--- config.mk ---
export PLATFORM = sky130hd
export DESIGN_NAME = fsp_top
export DESIGN_NICKNAME = d
export VERILOG_FILES = /design/src/rtl/fsp_pkg.sv /design/src/rtl/fsp_tick.sv /design/src/rtl/fsp_ctrl.sv /design/src/rtl/fsp_shift.sv /design/src/rtl/fsp_frame.sv /design/src/rtl/fsp_top.sv
export SDC_FILE = /design/constraint.sdc
export NUM_CORES = 1
export LEC_CHECK = 0
export BUFFER_PORTS_ARGS = -buffer_cell sky130_fd_sc_hd__buf_2
export CELL_PAD_IN_SITES_DETAIL_PLACEMENT = 0
export CELL_PAD_IN_SITES_GLOBAL_PLACEMENT = 1
export CORE_ASPECT_RATIO = 0.9
export CORE_MARGIN = 10
export CORE_UTILIZATION = 41
export CTS_CLUSTER_DIAMETER = 120
export CTS_CLUSTER_SIZE = 24
export DETAILED_ROUTE_END_ITERATION = 10
export PLACE_DENSITY = 0.75
export RECOVER_POWER = 100
export REMOVE_ABC_BUFFERS = 1
export SLEW_MARGIN = 15
export SYNTH_ARGS = -nofsm -noshare
export SYNTH_HDL_FRONTEND = slang
export SYNTH_SLANG_ARGS = --single-unit
--- constraint.sdc ---
create_clock -name clk -period 3 [get_ports clk]
set_input_delay 0.3 -clock clk [delete_from_list [all_inputs] [get_ports clk]]
set_output_delay 0.3 -clock clk [all_outputs]
set_load 0.02 [all_outputs]
--- src/rtl/fsp_pkg.sv ---
package fsp_pkg;
  localparam int CNT_W  = 8;
  localparam int WORD_W = 16;
  localparam int LEN_W  = $clog2(WORD_W);
  localparam int BC_W   = CNT_W + 2;

  typedef struct packed {
    logic [CNT_W-1:0] div;
    logic [CNT_W-1:0] dly;
    logic [CNT_W-1:0] fon;
    logic [CNT_W-1:0] foff;
    logic [LEN_W-1:0] len_m1;
    logic             act_hi;
    logic             mask_last;
  } cfg_t;

  localparam int CFG_W = $bits(cfg_t);
endpackage

--- src/rtl/fsp_tick.sv ---
module fsp_tick
  import fsp_pkg::*;
(
  input  logic             clk,
  input  logic             rst_n,
  input  logic             restart,
  input  logic             run,
  input  logic [CNT_W-1:0] div,
  output logic             tick
);
  logic [CNT_W-1:0] cnt_q, cnt_d, lim;

  always_comb begin
    lim  = (div == '0) ? '0 : div - 1'b1;
    tick = run && (cnt_q == lim);
    if (restart)   cnt_d = '0;
    else if (tick) cnt_d = '0;
    else if (run)  cnt_d = cnt_q + 1'b1;
    else           cnt_d = cnt_q;
  end

  always_ff @(posedge clk or negedge rst_n)
    if (!rst_n) cnt_q <= '0;
    else        cnt_q <= cnt_d;

  p_tick_gap_r3: assert property (@(posedge clk) disable iff (!rst_n)
    (tick && div > 1) |=> !tick);
endmodule

--- src/rtl/fsp_ctrl.sv ---
module fsp_ctrl
  import fsp_pkg::*;
(
  input  logic            clk,
  input  logic            rst_n,
  input  logic            ctl_we,
  input  cfg_t            ctl_in,
  input  logic            dat_we,
  input  logic            tick,
  output cfg_t            cfg,
  output logic            start,
  output logic            busy,
  output logic            done,
  output logic            fin,
  output logic [BC_W-1:0] bcnt
);
  cfg_t            cfg_d;
  logic            busy_d, done_d;
  logic [BC_W-1:0] bcnt_d, end_pt;

  always_comb begin
    start  = dat_we && !busy;
    end_pt = BC_W'(cfg.dly) + (BC_W'(cfg.len_m1) << 1) + 1'b1;
    fin    = busy && tick && (bcnt == end_pt);
    cfg_d  = (ctl_we && !busy) ? ctl_in : cfg;
    busy_d = busy;
    bcnt_d = bcnt;
    if (start) begin
      busy_d = 1'b1;
      bcnt_d = '0;
    end else if (fin) begin
      busy_d = 1'b0;
    end else if (busy && tick) begin
      bcnt_d = bcnt + 1'b1;
    end
    done_d = fin;
  end

  always_ff @(posedge clk or negedge rst_n)
    if (!rst_n) begin
      cfg  <= '0;
      busy <= 1'b0;
      done <= 1'b0;
      bcnt <= '0;
    end else begin
      cfg  <= cfg_d;
      busy <= busy_d;
      done <= done_d;
      bcnt <= bcnt_d;
    end

  p_done_pulse_r2: assert property (@(posedge clk) disable iff (!rst_n)
    done |=> !done);
  p_cfg_hold_r10: assert property (@(posedge clk) disable iff (!rst_n)
    (busy && $past(busy)) |-> $stable(cfg));
endmodule

--- src/rtl/fsp_shift.sv ---
module fsp_shift
  import fsp_pkg::*;
(
  input  logic              clk,
  input  logic              rst_n,
  input  logic              start,
  input  logic [WORD_W-1:0] tx_in,
  input  logic              busy,
  input  logic              tick,
  input  logic              fin,
  input  logic [BC_W-1:0]   bcnt,
  input  cfg_t              cfg,
  input  logic              sdi,
  output logic              sdo,
  output logic              sck,
  output logic [WORD_W-1:0] rx_word
);
  logic [WORD_W-1:0] tx_q, tx_d, rx_q, rx_d, rxw_d;
  logic [BC_W-1:0]   rel;
  logic              in_shift, last;

  always_comb begin
    rel      = bcnt - BC_W'(cfg.dly);
    in_shift = busy && (bcnt >= BC_W'(cfg.dly));
    last     = (rel[BC_W-1:1] == (BC_W-1)'(cfg.len_m1));
    sdo      = in_shift && tx_q[WORD_W-1];
    sck      = in_shift && rel[0] && !(cfg.mask_last && last);
    tx_d     = tx_q;
    rx_d     = rx_q;
    if (start) begin
      tx_d = tx_in << (WORD_W - 1 - int'(cfg.len_m1));
      rx_d = '0;
    end else if (in_shift && tick) begin
      if (rel[0]) tx_d = {tx_q[WORD_W-2:0], 1'b0};
      else        rx_d = {rx_q[WORD_W-2:0], sdi};
    end
    rxw_d = fin ? rx_q : rx_word;
  end

  always_ff @(posedge clk or negedge rst_n)
    if (!rst_n) begin
      tx_q    <= '0;
      rx_q    <= '0;
      rx_word <= '0;
    end else begin
      tx_q    <= tx_d;
      rx_q    <= rx_d;
      rx_word <= rxw_d;
    end

  p_sck_idle_r4: assert property (@(posedge clk) disable iff (!rst_n)
    !busy |-> !sck);
  p_sdo_steady_r5: assert property (@(posedge clk) disable iff (!rst_n)
    (busy && $past(busy) && !$past(tick)) |-> $stable(sdo));
endmodule

--- src/rtl/fsp_frame.sv ---
module fsp_frame
  import fsp_pkg::*;
(
  input  logic            busy,
  input  logic [BC_W-1:0] bcnt,
  input  cfg_t            cfg,
  output logic            frm
);
  logic active;

  always_comb begin
    active = busy && (bcnt >= BC_W'(cfg.fon)) && (bcnt < BC_W'(cfg.foff));
    frm    = cfg.act_hi ? active : !active;
  end
endmodule

--- src/rtl/fsp_top.sv ---
module fsp_top
  import fsp_pkg::*;
(
  input  logic              clk,
  input  logic              rst_n,
  input  logic              ctl_we,
  input  logic [CFG_W-1:0]  ctl_wdata,
  input  logic              dat_we,
  input  logic [WORD_W-1:0] dat_wdata,
  output logic [WORD_W-1:0] rx_word,
  output logic              busy,
  output logic              done,
  output logic              sdo,
  input  logic              sdi,
  output logic              sck,
  output logic              frm
);
  logic [1:0]      rs_q;
  logic            rst_s, tick, start, fin;
  logic [BC_W-1:0] bcnt;
  cfg_t            cfg;

  always_ff @(posedge clk or negedge rst_n)
    if (!rst_n) rs_q <= '0;
    else        rs_q <= {rs_q[0], 1'b1};
  assign rst_s = rs_q[1];

  fsp_tick u_tick (
    .clk(clk), .rst_n(rst_s), .restart(start), .run(busy),
    .div(cfg.div), .tick(tick));

  fsp_ctrl u_ctrl (
    .clk(clk), .rst_n(rst_s), .ctl_we(ctl_we), .ctl_in(cfg_t'(ctl_wdata)),
    .dat_we(dat_we), .tick(tick), .cfg(cfg), .start(start), .busy(busy),
    .done(done), .fin(fin), .bcnt(bcnt));

  fsp_shift u_shift (
    .clk(clk), .rst_n(rst_s), .start(start), .tx_in(dat_wdata), .busy(busy),
    .tick(tick), .fin(fin), .bcnt(bcnt), .cfg(cfg), .sdi(sdi), .sdo(sdo),
    .sck(sck), .rx_word(rx_word));

  fsp_frame u_frame (.busy(busy), .bcnt(bcnt), .cfg(cfg), .frm(frm));
endmodule

## Yosys cells after proc, flatten, opt, wreduce, memory -nomap -nowiden

Cells that the tools add are included.

- Register bits after elaboration: 108
- Bits of input ports: 59
- Output and inout bits: 21
- Logic and storage cells: 72

- $add $sub $neg: 7
- Order comparisons: 3
- Equal/unequal tests: 5
- Shift operators: 1
- Mux-type cells: 16
- Reduce and logical (&&, ||, !) cells: 25

Operator list:

| kind | count |
|---|---|
| 2-to-1 mux 16 bit | 6 |
| 2-to-1 mux 8 bit | 4 |
| left shift 16 x 32 -> 16 bit | 1 |
| 2-to-1 mux 10 bit | 3 |
| adder 10 x 1 -> 10 bit, second input constant | 2 |
| >= comparator 10 x 8 -> 1 bit | 2 |
| logical AND 1 bit | 13 |
| equality test 10 bit | 1 |
| < comparator 10 x 8 -> 1 bit | 1 |
| subtractor 10 x 8 -> 10 bit | 1 |
| adder 8 x 5 -> 9 bit | 1 |
| equality test 9 x 4 -> 1 bit | 1 |
| adder 8 x 1 -> 8 bit, second input constant | 1 |
| equality test 8 bit | 1 |
| zero test 8 bit | 1 |
| nonzero test 2 bit | 4 |
| subtractor 8 x 1 -> 8 bit, second input constant | 1 |
| AND reduction 2 bit | 3 |
| subtractor 4 x 4 -> 5 bit, first input constant | 1 |
| inequality test 2 bit, second input constant | 2 |
| zero test 1 bit | 3 |
| 2-to-1 mux 1 bit | 3 |
| nonzero test 3 bit | 1 |

## Depth between registers and ports, before layout

Gate-level depths: netlist of run 1.

- Word-level depth: 8
- Gate-level depth with buffers: 14
- Mapped depth without buffers: 12

## Modules after synthesis

From an unflattened synthesis of run 1, not the netlist that was laid out.

- Cells, all modules: 649
- Area, all modules: 6934.2 um^2

Modules (own cells, without submodules):

| module | times used | cells an instance | area an instance (um^2) | sequential area each (um^2) |
|---|---|---|---|---|
| fsp_shift | 1 | 290 | 3165.5 | 1201.2 |
| fsp_ctrl | 1 | 207 | 2513.7 | 1251.2 |
| fsp_tick | 1 | 96 | 812.0 | 200.2 |
| fsp_frame | 1 | 53 | 389.1 | 0.0 |
| fsp_top | 1 | 3 | 53.8 | 50.0 |

## Worst setup path before layout of run 1

No wires, ideal clock.

- Path kind: flip-flop to flip-flop
- Start: reg u_ctrl.cfg[3] (netlist name)
- End: reg u_shift.rx_word[10]
- Library setup time: 0.128 ns
- Arrival time: 3.368 ns
- Data required time: 2.872 ns
- Slack: -0.496 ns
- Stages on the path, launching flop included: 12
- Path buffers: 2
- Clock period less this slack: 3.496 ns
- Path through: dfrtp_1 > clkbuf_1 > inv_2 > fa_1 > nand3b_1 > or2_2 > o31a_1 > or4_1 > a21oi_1 > o2111a_2 > buf_4 > mux2_1

- Longest elaborated chain between the ends: 4

RTL lines:

| what | line | RTL |
|---|---|---|
| adder 8 x 5 -> 9 bit | fsp_ctrl.sv:23 | `end_pt = BC_W'(cfg.dly) + (BC_W'(cfg.len_m1) << 1) + 1'b1;` |
| adder 10 x 1 -> 10 bit | fsp_ctrl.sv:23 |  |
| equality test 10 bit | fsp_ctrl.sv:24 | `fin = busy && tick && (bcnt == end_pt);` |
| logical AND 1 bit | fsp_ctrl.sv:24 |  |
| to (signal assigned) | fsp_shift.sv:48 | `rx_word <= rxw_d;` |
| to (decl) | fsp_shift.sv:16 | `output logic [WORD_W-1:0] rx_word` |

No other way between the ends.
A chain may end at the register's enable or synchronous reset.

## Final worst setup path of run 1

- Start: reg u_ctrl.cfg[2] (netlist name)
- End: reg u_shift.rx_word[7]

- Longest elaborated chain between the ends: 4

RTL lines:

| what | line |
|---|---|
| adder 8 x 5 -> 9 bit | fsp_ctrl.sv:23 |
| adder 10 x 1 -> 10 bit | fsp_ctrl.sv:23 |
| equality test 10 bit | fsp_ctrl.sv:24 |
| logical AND 1 bit | fsp_ctrl.sv:24 |

No other way between the ends.

==> impl_metrics.json, run 1 <==
{
  "gp_congestion": 0.866,
  "violations": "negative setup slack",
  "start_util_pct": 41.4,
  "yosys_most_used_dff": "dfrtp_1",
  "cp_data_arrival_time_ps": 3620,
  "fin_crit_sh_pct": 112,
  "grt-ovfl-total": 0,
  "via_per_inst": 5.30,
  "drv_cap": 0,
  "grt_antenna_before_repair": 0,
  "period_minus_slack_ps": 3370,
  "h-tree-depth": 3,
  "wl_per_cell_um": 16.3,
  "drive_above_1_share_pct": 28.6,
  "die_w_um": 154,
  "ys_ff_latch": 108,
  "grt_use_met2_pct": 23.9,
  "area_delta_synth_final_pct": 25.3,
  "grt_first_pass_wirelength_mm": 28.4,
  "post-synth-top-count-cell": "dfrtp_1",
  "chipHeight_um": 141,
  "status": "finished, violations left",
  "use_met1_pct": 21.0,
  "die_area_um2": 21700,
  "leakagePower_nw": 3.73,
  "yosys_warnings": 0,
  "portBuffers": 79,
  "core_area_um2": 16000,
  "pin_count": 80,
  "grt.busiest_layer": "met2",
  "p_int_w": 0.00340,
  "syn_inst": 708,
  "critPathCaptureType": "flip-flop",
  "hold_viol_final": 0,
  "clock_path_buffers": 2,
  "synth_area_per_cell_um2": 9.37,
  "yosysSeqAreaShare_pct": 40.8,
  "drc": 0,
  "slowest_stage": "or4_4",
  "combPwrFrac_pct": 40.2,
  "synthTopCellsByCount": "dfrtp_1, nand2_1, o21ai_0, nor2_1, inv_1",
  "postRouteAntennaNets": 0,
  "clkSlewWorstSetupHoldPaths_ps": 80,
  "antennaDiodeCount": 0,
  "slowest_delay_ps": 480,
  "rr_worst_depth": 13,
  "root_buffer": "clkbuf_16",
  "worstMarginPinSlew_ps": 1350,
  "via_count": 5587,
  "relSlewSlack_pct": 10.0,
  "rsz0062_at_grt": "true",
  "p_total_w": 0.00537,
  "synth_top_cell_area_share_pct": 40.8,
  "setup_viol": 28,
  "startpoint_type": "flip-flop",
  "fill_cells": 1517,
  "cp.required_ps": 3250,
  "crit_chain": "ha_2 -> inv_2 -> fa_2 -> nand2b_4 -> a2111oi_4 -> xnor2_2 -> nor4_2 -> or4_4 -> a21oi_2 -> o2111a_2 -> buf_4 -> clkbuf_16 -> mux2_4",
  "placed_cell_area_um2": 7650,
  "grt_max_degree": 64,
  "clock_power_share_pct": 21.6,
  "ir_drop_v": 0.000339,
  "dpl.hpwl_mm": 12.2,
  "critical_path.max_fanout": 6,
  "synth_area_leaders": "dfrtp_1, ha_1, nand2_1",
  "swShare_pct": 36.7,
  "synthArstFlopShare_pct": 100,
  "hold_depth": 3,
  "num_rows": 44,
  "slew_viol_final": 0,
  "netlist.top_cell.by_area": "dfrtp_1",
  "drt-total-wl_mm": 17.2,
  "netSwitchingPower_w": 0.00197,
  "synth_enable_flop_cells": 0,
  "critPathKind": "reg -> reg",
  "num-nets-final": 935,
  "netlist_area_um2": 6630,
  "use_met3_pct": 3.71,
  "drt-initial-drc-count": 247,
  "first_pass_iters": 5,
  "setup_ws_ps": -371,
  "cts_tree": "yes",
  "seq_power_share_pct": 38.2,
  "fmax_ghz": 0.297,
  "ys_types": 68,
  "finClkSkew_ps": 11.8,
  "cts_buffers": 9,
  "first_global_vias": 5783,
  "hp-class": "in -> reg",
  "clk_latency_ps": 360,
  "grt_use_total_pct": 15.7,
  "clock_sink_count": 108,
  "design_area_um2": 8310,
  "powerDensity_nw_per_um2": 647
}
layout make-up:
cell class                 instances  area (um^2)  share of cell area, %
multi-input combinational        523         3850                   46.3
sequential                       108         2700                   32.5
timing repair buffer             160         1070                   12.9
tap                              207          259                   3.12
clock inverter                     5         45.0                  0.542
clock buffer                      11          233                   2.80
inverter                          40          150                   1.81
worst paths after layout:
path	slack, ps	end	from
min in group asynchronous	240	rs_q[0]$_DFF_PN0_	rst_n
max	-370	u_shift.rx_word[7]$_DFFE_PN0P_	u_ctrl.cfg[2]$_DFFE_PN0P_
min	140	u_ctrl.cfg[17]$_DFFE_PN0P_	ctl_wdata[17]
min reg2reg	360	rs_q[1]$_DFF_PN0_	rs_q[0]$_DFF_PN0_
max reg2reg	-370	u_shift.rx_word[7]$_DFFE_PN0P_	u_ctrl.cfg[2]$_DFFE_PN0P_
max in group asynchronous	590	u_ctrl.cfg[35]$_DFFE_PN0P_	rs_q[1]$_DFF_PN0_
registers in the layout, indices dropped and copies added, names as in the netlist:
| signal | cells |
|---|---|
| u_tick.cnt_q | 8 |
| u_shift.rx_q | 16 |
| u_ctrl.bcnt | 10 |
| u_ctrl.cfg | 38 |
| u_shift.rx_word | 16 |
| u_ctrl.busy | 1 |
| u_shift.tx_q | 16 |
| u_ctrl.done | 1 |
| rs_q | 2 |
power by group through the flow:
stage	Clock (W)	Combinational, W	Sequential (W)
after floorplan	0	0.00127	0.00206
after global placement	0	0.00192	0.00205
after detailed placement	0	0.00196	0.00206
after CTS	0.00120	0.00206	0.00204
after global routing	0.00125	0.00242	0.00210
final	0.00116	0.00216	0.00205
cell usage in the layout (no fill, tap or decap), types with 6 or more instances in the layout:
master and count:
dfrtp_1 107, a21oi_2 7, inv_1 36, a21oi_1 27, buf_4 61, mux2i_1 29, nand3_1 8, nand2b_1 8
xnor2_1 20, nor2_1 39, o21ai_1 12, o21ai_0 58, mux2_2 20, mux2_4 11, buf_2 58, nand2_1 93
clkbuf_16 11, clkbuf_1 23, nor2b_1 6, a211oi_1 6, buf_6 7, a21o_1 8, ha_1 30, xor2_1 13
o21ai_2 7, nand4_1 10
cells by family after synthesis:
| family | after synthesis | share of synthesized area, % |
|---|---|---|
| mux | 65 | 11.0 |
| compound gates | 173 | 16.0 |
| xor+xnor | 34 | 4.49 |
| other cells | 1 | 0.0565 |
| simple gates | 216 | 16.1 |
| flops | 108 | 40.8 |
| fa+ha+maj | 34 | 6.64 |
| buf+inv | 77 | 4.96 |
worst max-delay path, delay by kind of cell (launching register included):
family	cells	cell delay [ps]
xor+xnor	1	190
mux	1	300
simple gates	3	720
buf+inv	3	330
compound gates	3	800
fa+ha+maj	2	540
flops	1	360
stage by stage:
| step | utilization [%] | hold WS, ps | setup TNS, ps | std cells | setup WS (ps) |
|---|---|---|---|---|---|
| 2_1_floorplan | - | 4.41 | -65930 | 671 | -991 |
| 3_3_place_gp | 47.7 | 84.8 | -6940 | 1019 | -297 |
| 3_5_place_dp | 47.7 | 87.1 | -9920 | 1019 | -413 |
| 4_1_cts | 50.9 | 131 | -9350 | 1045 | -399 |
| 5_1_grt | 51.9 | 151 | -13900 | 1054 | -488 |
| 6_report | 51.9 | 139 | -9130 | 1054 | -371 |
per-layer routing:
| metal | part of all wire [%] | wire, um |
|---|---|---|
| met1 | 48 | 8280 |
| met2 | 45 | 7770 |
| met3 | 4.3 | 745 |
| met4 | 2.3 | 402 |
| met5 | 0 | 0 |
repair_timing:
action,CTS,global route
resized for setup,38,42
pin swaps,14,29
endpoints found under the hold margin,2,0
cloned,1,1
buffers inserted,8,8
hold buffers,1,0
setup endpoints to repair,37,46
Power figures use the tool's default switching activity.
==> run 2: changes to the inputs <==
- PLACE_DENSITY: 0.75 -> 0.72
- SKIP_CTS_REPAIR_TIMING: default -> 1
- clock period: 3 -> 3.3 ns (I/O delays scaled with it)
==> run 2 against run 1 <==
Compared with the run above:
- largest power group is now sequential cells
- clock skew increased by 3.1 ps
- via count decreased by 2.1%
- hold slack improved by 33 ps
- cell count decreased by 2.8%
- sequential power decreased by 8%
- largest cell class unchanged
- design area decreased by 3.0%
- utilization decreased by 1.6 points
- highest routed layer unchanged
- the run ends with max-capacitance violations, max-slew violations, negative setup slack left
- count of clock-buffer cells in the layout decreased by 1
==> impl_metrics.json, run 2 (synthesized netlist as in run 1, its figures left out) <==
{
  "core_area_um2": 16000,
  "postRouteAntennaNets": 0,
  "critical_path.max_fanout": 7,
  "antennaDiodeCount": 0,
  "cp_data_arrival_time_ps": 3660,
  "num_rows": 44,
  "root_buffer": "clkbuf_16",
  "period_minus_slack_ps": 3410,
  "portBuffers": 79,
  "mostFrequentLayoutCells": "dfrtp_1, nand2_1, o21ai_0",
  "relSlewSlack_pct": -2.16,
  "hold_slack_ps": 172,
  "finClkSkew_ps": 14.9,
  "top_register": "u_ctrl.cfg",
  "worstMarginPinSlew_ps": 1530,
  "netSwitchingPower_w": 0.00178,
  "swShare_pct": 37.0,
  "h-tree-depth": 3,
  "setup_ws_ps": -112,
  "leakagePower_nw": 3.58,
  "drc": 0,
  "dpl.hpwl_mm": 12.6,
  "area_delta_synth_final_pct": 21.5,
  "status": "finished, violations left",
  "drv_cap": 1,
  "design_area_um2": 8060,
  "start_util_pct": 41.4,
  "critPathCaptureType": "flip-flop",
  "die_area_um2": 21700,
  "largest_register_ffs": 38,
  "fin_crit_sh_pct": 103,
  "seq_area_um2": 2700,
  "drt-total-wl_mm": 17.5,
  "drive_above_1_share_pct": 24.2,
  "clock_path_buffers": 2,
  "p_total_w": 0.00481,
  "startpoint_type": "flip-flop",
  "p_int_w": 0.00303,
  "slew_viol_final": 35,
  "grt_max_degree": 67,
  "layout_commonest_cell": "dfrtp_1",
  "cts_buffers": 9,
  "gp_congestion": 0.891,
  "hold_viol_final": 0,
  "via_count": 5469,
  "drt-initial-drc-count": 331,
  "num-nets-final": 906,
  "die_w_um": 154,
  "first_pass_iters": 4,
  "rsz0062_at_grt": "true",
  "fill_cells": 1484,
  "hp-class": "in -> reg",
  "pin_count": 80,
  "violations": "max-capacitance violations, max-slew violations, negative setup slack",
  "critPathKind": "reg -> reg",
  "wl_per_cell_um": 17.0,
  "cts_tree": "yes",
  "chipHeight_um": 141,
  "fmax_ghz": 0.293,
  "cp.required_ps": 3550,
  "powerDensity_nw_per_um2": 597,
  "grt_first_pass_wirelength_mm": 28.8,
  "clk_latency_ps": 360,
  "clkSlewWorstSetupHoldPaths_ps": 80,
  "clock_sink_count": 108,
  "setup_viol": 26,
  "placed_cell_area_um2": 7480,
  "seq_power_share_pct": 39.0,
  "ir_drop_v": 0.000313,
  "grt_antenna_before_repair": 0,
  "dpl_worst_slack_ps": -25.2,
  "combPwrFrac_pct": 37.0,
  "first_global_vias": 5684,
  "via_per_inst": 5.34,
  "grt_use_total_pct": 15.9,
  "clock_power_share_pct": 24.0,
  "multi_input_area_um2": 3810,
  "grt-ovfl-total": 0
}
run 2: cell count changes in the layout (fill, tap and decap cells not counted), moves of 3 or more:
cell      delta
inv_6        +3
mux2_2       -3
o21ai_0      +3
clkbuf_2     -3
a21oi_1      +3
buf_4       -22
mux2_4       +5
or3_1        +3
or3_4        -3
buf_6        -6
a21oi_2      -4
run 2: final timing paths:
| path | slack [ps] | endpoint | startpoint | cells past startpoint |
|---|---|---|---|---|
| max | -110 | u_shift.rx_word[7]$_DFFE_PN0P_ | u_ctrl.cfg[2]$_DFFE_PN0P_ | 12 |
| min | 170 | u_shift.rx_q[0]$_DFFE_PN0P_ | sdi | 3 |
| max reg2reg | -110 | u_shift.rx_word[7]$_DFFE_PN0P_ | u_ctrl.cfg[2]$_DFFE_PN0P_ | 12 |
| min reg2reg | 360 | rs_q[1]$_DFF_PN0_ | rs_q[0]$_DFF_PN0_ | 0 |
| max in group asynchronous | 900 | u_ctrl.cfg[26]$_DFFE_PN0P_ | rs_q[1]$_DFF_PN0_ | 1 |
| min in group asynchronous | 270 | rs_q[1]$_DFF_PN0_ | rst_n | 2 |
run 2: final cells by class:
cell class / count / share of cell area [%]
repair buffers: 131 / 10.2
clock buffers: 10 / 2.84
flip-flops and latches: 108 / 33.6
multi-input cells: 523 / 47.3
well taps: 207 / 3.21
clock inverters: 6 / 0.947
inverters: 40 / 1.86
run 2: power groups by stage:
| stage | logic [W] | clock network [W] | registers [W] |
|---|---|---|---|
| 2_1_floorplan | 0.00115 | 0 | 0.00187 |
| 3_3_place_gp | 0.00163 | 0 | 0.00188 |
| 3_5_place_dp | 0.00166 | 0 | 0.00190 |
| 4_1_cts | 0.00168 | 0.00119 | 0.00187 |
| 5_1_grt | 0.00201 | 0.00123 | 0.00193 |
| 6_report | 0.00178 | 0.00116 | 0.00188 |
run 2: per-layer routing:
metal	track usage, %	share of wire (%)	wire (um)
met5	0	0	0
met2	24.3	45	7810
met3	4.01	4.2	733
met1	22.0	50	8730
met4	4.22	1.1	198
run 2: worst max-delay path, stage by stage, from the launching register on:
cell       delay [ps]
dfrtp_1           370
ha_2              190
inv_2              40
fa_2              400
nand2b_4          180
a2111oi_4         400
xnor2_2           140
o31a_1            120
or4_4             480
a21oi_2           150
o2111a_2          320
clkbuf_16         210
mux2_4            300
run 2: through the flow:
stage | utilization (%) | TNS, ps | instances
6_report | 50.3 | -2310 | 1025
5_1_grt | 50.3 | -6200 | 1025
4_1_cts | 48.6 | -572 | 1015
3_5_place_dp | 46.7 | -180 | 999
3_3_place_gp | 46.7 | 0 | 999
2_1_floorplan | - | -21980 | 671
